### src/rtl/fracmac_pkg.sv
// Package: shared opcode type and helpers for the fractional MAC lane.
// Assumes a 2-bit opcode: bit 1 = accumulate, bit 0 = unsigned readout.
package fracmac_pkg;

    typedef enum logic [1:0] {
        OP_LOAD_S  = 2'b00,
        OP_LOAD_U  = 2'b01,
        OP_ACCUM_S = 2'b10,
        OP_ACCUM_U = 2'b11
    } fm_op_e;

    // True when the opcode adds into the accumulator instead of loading it
    function automatic logic op_accumulates(input logic [1:0] op);
        return op[1];
    endfunction

    // True when the opcode reads out with the unsigned clamp
    function automatic logic op_unsigned(input logic [1:0] op);
        return op[0];
    endfunction

endpackage

### src/rtl/fracmac_product.sv
// Module: fracmac_product
// Forms the signed DW x DW product, doubles it (Q15 alignment) and
// sign-extends it to the accumulator width. Purely combinational.
// Assumes AW > 2*DW so the doubled product (2*DW+1 bits) always fits.
module fracmac_product #(
    parameter int DW = 16,
    parameter int AW = 48
) (
    input  logic [DW-1:0] a_i,
    input  logic [DW-1:0] b_i,
    output logic [AW-1:0] addend_o
);
    localparam int PW  = 2 * DW;
    localparam int EXT = AW - PW - 1;

    logic signed [PW-1:0] prod;

    // Signed multiply; the most-negative square still fits in PW bits
    always_comb begin
        prod = $signed(a_i) * $signed(b_i);
    end

    // Double by appending a zero and widen with the product's sign
    always_comb begin
        addend_o = {{EXT{prod[PW-1]}}, prod, 1'b0};
    end

endmodule

### src/rtl/fracmac_accum.sv
// Module: fracmac_accum
// Computes the next accumulator value as a chain of DW-bit slices with
// explicit carries. The base is either the current accumulator or the
// rounding constant (half an LSB of the middle slice).
// Assumes AW is a whole multiple of DW.
module fracmac_accum #(
    parameter int DW = 16,
    parameter int AW = 48
) (
    input  logic [AW-1:0] acc_q_i,
    input  logic [AW-1:0] addend_i,
    input  logic          accumulate_i,
    output logic [AW-1:0] acc_next_o
);
    localparam int NSL = AW / DW;
    localparam logic [AW-1:0] ROUND_K = AW'(1) << (DW - 1);

    logic [AW-1:0]  base;
    logic [NSL-1:0] carry;

    // Choose between the running sum and the rounding constant
    always_comb begin
        base = accumulate_i ? acc_q_i : ROUND_K;
    end

    assign carry[0] = 1'b0;

    for (genvar g = 0; g < NSL; g++) begin : g_slice
        if (g < NSL - 1) begin : g_mid
            logic [DW:0] sum;
            // Slice add producing a carry into the next slice
            always_comb begin
                sum = {1'b0, base[g*DW +: DW]} + {1'b0, addend_i[g*DW +: DW]}
                    + {{DW{1'b0}}, carry[g]};
            end
            assign carry[g+1]              = sum[DW];
            assign acc_next_o[g*DW +: DW]  = sum[DW-1:0];
        end else begin : g_top
            logic [DW-1:0] sum;
            // Top slice wraps modulo 2^AW, carry-out discarded
            always_comb begin
                sum = base[g*DW +: DW] + addend_i[g*DW +: DW]
                    + {{(DW-1){1'b0}}, carry[g]};
            end
            assign acc_next_o[g*DW +: DW] = sum;
        end
    end

endmodule

### src/rtl/fracmac_sat.sv
// Module: fracmac_sat
// Reads a DW-bit result from accumulator bits AW-1:DW treated as signed V.
// Signed mode clamps to the Q15 range; unsigned mode clamps to 0..2^DW-1.
// Combinational; assumes AW >= 3*DW.
module fracmac_sat #(
    parameter int DW = 16,
    parameter int AW = 48
) (
    input  logic [AW-1:0] acc_i,
    input  logic          unsigned_i,
    output logic [DW-1:0] result_o
);
    localparam int HW = AW - DW;
    localparam logic signed [HW-1:0] POS_MAX = HW'((64'd1 << (DW - 1)) - 64'd1);
    localparam logic signed [HW-1:0] NEG_MIN = -POS_MAX - HW'(1);
    localparam logic [DW-1:0] S_HI = {1'b0, {(DW-1){1'b1}}};
    localparam logic [DW-1:0] S_LO = {1'b1, {(DW-1){1'b0}}};

    logic signed [HW-1:0] upper;
    logic [DW-1:0]        mid;
    logic                 over, under, neg;
    logic [DW-1:0]        sat_s, sat_u;

    // Split the accumulator into the compared value and the raw middle
    always_comb begin
        upper = $signed(acc_i[AW-1:DW]);
        mid   = acc_i[2*DW-1:DW];
    end

    // Range flags of V
    always_comb begin
        over  = upper > POS_MAX;
        under = upper < NEG_MIN;
        neg   = upper[HW-1];
    end

    // Signed clamp
    always_comb begin
        if (over)       sat_s = S_HI;
        else if (under) sat_s = S_LO;
        else            sat_s = mid;
    end

    // Unsigned clamp: positive overflow to all ones, any negative to zero
    always_comb begin
        if (over)     sat_u = '1;
        else if (neg) sat_u = '0;
        else          sat_u = mid;
    end

    // Mode select
    always_comb begin
        result_o = unsigned_i ? sat_u : sat_s;
    end

endmodule

### src/rtl/fracmac_lane.sv
// Module: fracmac_lane (top)
// One lane of a Q15 fractional multiply / multiply-accumulate unit with a
// 48-bit accumulator in three slices and a registered saturated readout.
// Assumes one operation per accepted edge; no back-pressure.
module fracmac_lane #(
    parameter int DW = 16
) (
    input  logic          clk,
    input  logic          rst_n,
    input  logic          valid_i,
    input  logic [1:0]    op_i,
    input  logic [DW-1:0] a_i,
    input  logic [DW-1:0] b_i,
    output logic [DW-1:0] result_o,
    output logic [DW-1:0] acc_lo_o,
    output logic [DW-1:0] acc_mid_o,
    output logic [DW-1:0] acc_hi_o
);
    import fracmac_pkg::*;

    localparam int NSL = 3;
    localparam int AW  = NSL * DW;

    logic [AW-1:0] acc_q, acc_next, addend;
    logic [DW-1:0] res_q, res_next;

    fracmac_product #(.DW(DW), .AW(AW)) u_prod (
        .a_i      (a_i),
        .b_i      (b_i),
        .addend_o (addend)
    );

    fracmac_accum #(.DW(DW), .AW(AW)) u_accum (
        .acc_q_i      (acc_q),
        .addend_i     (addend),
        .accumulate_i (op_accumulates(op_i)),
        .acc_next_o   (acc_next)
    );

    fracmac_sat #(.DW(DW), .AW(AW)) u_sat (
        .acc_i      (acc_next),
        .unsigned_i (op_unsigned(op_i)),
        .result_o   (res_next)
    );

    // State register: accumulator and readout update together on valid
    always_ff @(posedge clk) begin
        if (!rst_n) begin
            acc_q <= '0;
            res_q <= '0;
        end else if (valid_i) begin
            acc_q <= acc_next;
            res_q <= res_next;
        end
    end

    assign result_o  = res_q;
    assign acc_lo_o  = acc_q[DW-1:0];
    assign acc_mid_o = acc_q[2*DW-1:DW];
    assign acc_hi_o  = acc_q[AW-1:2*DW];

endmodule

### config.mk
export PLATFORM = sky130hd
export DESIGN_NAME = fracmac_lane
export DESIGN_NICKNAME = d
export VERILOG_FILES = /design/src/rtl/fracmac_pkg.sv /design/src/rtl/fracmac_product.sv /design/src/rtl/fracmac_accum.sv /design/src/rtl/fracmac_sat.sv /design/src/rtl/fracmac_lane.sv
export SDC_FILE = /design/constraint.sdc
export NUM_CORES = 1
export LEC_CHECK = 0
export CAP_MARGIN = 15
export CORE_ASPECT_RATIO = 1.75
export CORE_MARGIN = 4
export CORE_UTILIZATION = 50
export CTS_CLUSTER_DIAMETER = 50
export CTS_CLUSTER_SIZE = 30
export DETAILED_ROUTE_END_ITERATION = 6
export MAX_ROUTING_LAYER = met4
export PLACE_DENSITY = 0.7
export SETUP_SLACK_MARGIN = 0.4
export SKIP_CTS_REPAIR_TIMING = 1
export SLEW_MARGIN = 10
export SYNTH_ARGS = -nofsm -noshare
export SYNTH_HDL_FRONTEND = slang
export SYNTH_SLANG_ARGS = --single-unit
export TNS_END_PERCENT = 20
### constraint.sdc
create_clock -name clk -period 14.4 [get_ports clk]
set_input_delay 2.16 -clock clk [delete_from_list [all_inputs] [get_ports clk]]
set_output_delay 2.16 -clock clk [all_outputs]
set_load 0.01 [all_outputs]
# Word level (Yosys, flattened, before mapping)
# Index checks and enable logic that the tools add are counted.
# W data, S select, Z words.
[word_totals]
regBits = 64
input_bits = 37
out_inout_bits = 64
word_cells = 16
[classes]
n_addsub = 5
n_mul = 1
n_lt_le_gt_ge = 2
mux = 6
[op_table]
columns = ["op", "n"]
rows = [
  ["$mux W16", 5],
  ["$mux W48", 1],
  ["$add A16 B16 Y17", 2],
  ["$gt A32 B16 Y1 const B", 1],
  ["$lt A32 B16 Y1 const B", 1],
  ["$mul A16 B16 Y32", 1],
  ["$add A17 B1 Y17", 1],
  ["$add A16 B1 Y16", 1],
  ["$add A16 B16 Y16", 1],
]

# Longest topological paths before layout
[logic_depth]
depth_word = 8
ltp_mapped = 52
depth_no_buf = 51

# Hierarchy
# From an unflattened synthesis, not the netlist that was laid out.
[hier_totals]
hier_cells = 1682
area_unflattened_um2 = 15023.2
[modules_own_cells]
columns = ["mod", "instances", "cells_per_inst", "area_per_inst_um2", "seq_area_each_um2"]
rows = [
  ["fracmac_product", 1, 1094, 9909.5, 0.0],
  ["fracmac_lane", 1, 206, 2451.1, 1281.2],
  ["fracmac_accum", 1, 336, 2419.8, 0.0],
  ["fracmac_sat", 1, 46, 242.7, 0.0],
]

# Worst setup path after synthesis
# OpenSTA, ideal clock, no wires.
[synth_path]
path_kind = "input-to-reg"
startpoint = "in b_i[1]"
endpoint = "reg res_q[10], in the netlist result_o[10]"
setup_time_ps = 131
arrival_ps = 12755
required_time_ps = 14269
setup_slack_ps = 1514
cell_stages = 45
n_path_buf = 1
path_cell_list = "clkbuf_1 > nand2_1 > fa_1 > fa_1 > fa_1 > fa_1 > inv_1 > fa_1 > inv_1 > fa_1 > inv_1 > ha_1 > a2111oi_0 > nand3_1 > and2_1 > a21o_1 > a21oi_1 > xnor2_1 > [... 9 more ...] > o21ai_0 > o41ai_1 > o21ai_0 > a21oi_1 > o21bai_1 > fa_1 > inv_1 > fa_1 > inv_1 > a21o_1 > a41o_1 > xor2_1 > or4_4 > nor4b_2 > and3_2 > a41oi_4 > o21ai_4 > o22ai_1"
[synth_between]
elab_chain_len = 8
word_cells_on_any_way = 13
cone_classes = "5 x add/sub; 1 x mul; 2 x order compare; 5 x mux"
[synth_lines]
columns = ["element", "line_no", "source"]
rows = [
  ["start: declaration", "fracmac_lane.sv:13", "input logic [DW-1:0] b_i,"],
  ["$mul A16 B16 Y32 *", "fracmac_product.sv:20", "prod = $signed(a_i) * $signed(b_i);"],
  ["$add A16 B16 Y17", "fracmac_accum.sv:33", "sum = {1'b0, base[g*DW +: DW]} + {1'b0, addend_i[g*DW +: DW]}"],
  ["$add A17 B1 Y17", "fracmac_accum.sv:34", "+ {{DW{1'b0}}, carry[g]};"],
  ["$add A16 B1 Y16", "fracmac_accum.sv:43", "+ {{(DW-1){1'b0}}, carry[g]};"],
  ["$lt A32 B16 Y1", "fracmac_sat.sv:33", "under = upper < NEG_MIN;"],
  ["$mux W16", "fracmac_sat.sv:40", "else if (under) sat_s = S_LO;"],
  ["$mux W16", "fracmac_sat.sv:39", "if (over) sat_s = S_HI;"],
  ["$mux W16 *", "fracmac_sat.sv:53", "result_o = unsigned_i ? sat_u : sat_s;"],
  ["end signal: assignment", "fracmac_lane.sv:53", "res_q <= res_next;"],
  ["end: declaration", "fracmac_lane.sv:25", "logic [DW-1:0] res_q, res_next;"],
]
# Mark *: on every way between the ends. The rest lies on a longest branch, timed or not.
# A chain may end at the register's enable or synchronous reset.

# Final worst setup path
[layout_path]
startpoint = "in a_i[10]"
endpoint = "reg res_q[1], in the netlist result_o[1]"
[layout_between]
elab_chain_len = 8
word_cells_on_any_way = 13
cone_classes = "5 x add/sub; 1 x mul; 2 x order compare; 5 x mux"
[layout_lines]
columns = ["element", "line_no", "source"]
rows = [
  ["start: declaration", "fracmac_lane.sv:12", "input logic [DW-1:0] a_i,"],
  ["$mul A16 B16 Y32 *", "fracmac_product.sv:20", ""],
  ["$add A16 B16 Y17", "fracmac_accum.sv:33", ""],
  ["$add A17 B1 Y17", "fracmac_accum.sv:34", ""],
  ["$add A16 B1 Y16", "fracmac_accum.sv:43", ""],
  ["$lt A32 B16 Y1", "fracmac_sat.sv:33", ""],
  ["$mux W16", "fracmac_sat.sv:40", ""],
  ["$mux W16", "fracmac_sat.sv:39", ""],
  ["$mux W16 *", "fracmac_sat.sv:53", ""],
]
# Marks and branches as above.

==> reports/summary.md <==
- inv_1 — top-count cell post-synth
- 59600 um — wire length of the first global-routing pass
- 63 — clk sinks
- register — endpoint kind of the worst setup timing path
- 47.9% — area share of fa/ha/maj cells after synthesis
- 0 — number of nets with antenna violations after routing
- 352 — initial detailed-routing violation count
- 35200 um — aggregate routed wire length
- 57.2% — core utilization of the finished layout
- primary input to register — crit path kind
- 11100 — number of vias after detailed routing
- 12300 — vias in the first global route
- 0.0145 mm2 — cell area after technology mapping
- 37.0% — Synth top area share
- 1630 — synthesized netlist cell count
- 74.9 MHz — upper clock frequency limit
- 0 — total grt overflow
- met4 — highest routed metal layer
- 0 — final slew viol count
- 13.36 ns — fin crit period
- built — CTS tree
- 0.0318 mm2 — area of the die
- 0.0164 mm2 — Final Cell Area
- 0 — post-route DRC violation count
- dfxtp_1 — most frequently used flop master after synthesis
- 5 — first-pass detailed-route iteration total
- 0 ns — total negative setup slack
- 0 — total of endpoints with negative setup slack in the final report
- 63 — synthesized flop and latch total
- 0 — number of enable-type register cells in the synthesized netlist
- 9 — number of buffers created by CTS
- 30400 um — half-perimeter wire length of the detailed placement result
- primary input — type of origin of the critical path
- 0.05 ns — clock-pin transition on the worst setup and hold timing paths
- 8.73% — portion of the post-synthesis area used by sequential elements
- inv_1 (312), fa_1 (267), and2_1 (164), nand2_1 (157), ha_1 (126) — Synth top cells by count
- adder cells — combinational family with the most area after synthesis
- 99 — port bufs
- 0.00505 ns — Fin Clk Skew
- 2060 — Synthesized Nets
- 0.58 ns — stage delay of the slowest cell on the critical path
- 67 — maximum number of pins on one net before global-route repair
- clkbuf_16 — Root Driver
- fa_1 — Most common cell on crit path
- 0 — initial antenna violation count
- 50.5% — initial cell density of the core
- 13.2% — synth-to-layout area growth
- 27.2% — Max transition margin
- 13.57 ns — endpoint arrival time on the critical path
- 8.87 um2 — average cell area after synthesis
- 75 — Unique masters post-synth
- 1160 um — metal3 WL
- 0.481 ns — worst hold slack after final layout
- no — unrepaired setup endpoints after global routing
- 0 — synth warn
- 5.43% — fraction of final layout cells sized beyond drive strength 1
- 9.58% — share of the synthesized area in compound gates (AO/OA/AOI/OAI)
- 14.61 ns — Worst EP required
- 0 — endpoints failing hold
- 92.7% — final cycle utilization of the critical path
- 233 um — Die Y
- 0.33 ns — source-to-sink clock delay at the later pin of the worst-skew pair
- 1.87% — proportion of synthesized area in mux cells
- 0.0160 mm2 — area post-placement
- 2 — number of buffers on the longest clock path
- 3 — H-tree levels
- 0% — share of synthesized registers carrying an async set or reset
- 2155 — final net count
- 4.91% — parity-gate share of the synthesized area counting xor and xnor cells
- 5.26 — post-detailed-route via-to-cell ratio
- 0 — number of max-cap violations
- 24.1% — all-layer global routing usage
- 0.0286 mm2 — Floorplan Core Area
- fa_1 — Worst path slowest cell
- 16.7 um — Routed wire per std cell
- 19000 um — total met2 wirelength after detailed routing
- 13500 um — met1 wire length
- fa_1 — biggest area consumer among synthesized cells
- 8 — maximum fanout along the worst path
- finished, final reports clean — run status
- 82 — num rows
- 0.957 — gp weighted congestion
- 17.3% — post-synthesis share of cell area spent on and, or, nand and nor gates
- 101 — ports placed on the boundary
- 137 um — Horiz. Die Dim
- 1.09 ns — transition at the pin with the smallest max-transition slack
- register to register — HP Class
- fa_1 (37%), ha_1 (11%), dfxtp_1 (8.7%), inv_1 (8.1%), and2_1 (7.1%) — synth top area cells
==> state kept, by name, indices dropped and copies added (netlist names) <==
name and flops:
acc_q 47, result_o 16
==> layout by cell type, fill, tap and decap left out, drive strengths merged, types with 18 or more instances in the layout <==
cell	Yosys	layout
inv	314	314
fa	267	267
and2	164	164
nand2	157	157
ha	126	126
nor2	89	89
clkdlybuf4s50	0	78
dfxtp	63	63
a21oi	61	61
xnor2	52	52
buf	5	41
o21ai	40	41
mux2i	27	27
xor2	23	23
nand2b	19	19
nor3	19	19
a21o	18	18
dlymetal6s2s	0	18
a211oi	18	18
==> worst max-delay path, delay by kind of cell <==
kind	cells	cell delay [ns]
buf+inv	8	0.98
simple gates	9	1.85
compound gates	16	3.16
xor+xnor	2	0.33
fa+ha+maj	12	5.09
==> logic make-up after synthesis <==
| kind of cell | count (synthesis) |
|---|---|
| adders and majority gates | 393 |
| AOI/OAI and AO/OA | 203 |
| xor gates and xnor gates | 75 |
| and+or+nand+nor | 498 |
| muxes | 27 |
| DFF | 63 |
| other | 1 |
| buffers and inverters | 370 |
==> path summary, 6_finish.rpt <==
kind | from | to | slack, ns | depth (start not counted)
worst min register to register | acc_q[34]$_SDFFE_PN0P_ | acc_q[34]$_SDFFE_PN0P_ | 0.48 | 2
worst min-delay path | acc_q[34]$_SDFFE_PN0P_ | acc_q[34]$_SDFFE_PN0P_ | 0.48 | 2
worst max register to register | acc_q[2]$_SDFFE_PN0P_ | result_o[1]$_SDFFE_PN0P_ | 6.13 | 37
worst max-delay path | a_i[10] | result_o[1]$_SDFFE_PN0P_ | 1.04 | 47
==> stage by stage <==
stage	setup slack, ns	cells
finish	1.04	2109
global route	0.448	2108
CTS	0.451	2106
detailed placement	0.123	2090
global placement	0.394	2090
floorplan	1.51	1630
==> cell type report <==
cell class / count / area [um2]
diodes: 1 / 2.50
inverters: 314 / 1180
well taps: 378 / 473
flip-flops and latches: 63 / 1260
repair buffers: 139 / 1320
clock inverters: 4 / 45.0
fillers: 2604 / 12300
multi-input cells: 1198 / 11800
clock buffers: 12 / 246
==> metal layers <==
| metal | GRT usage [%] | up-vias |
|---|---|---|
| li1 | - | 5257 |
| met1 | 27.3 | 5502 |
| met2 | 43.2 | 256 |
| met3 | 1.99 | 80 |
| met4 | 10.1 | 0 |
| met5 | - | - |
Power is not shown: default switching activity piles up to over one toggle a cycle in this logic, so the estimate is an artifact.
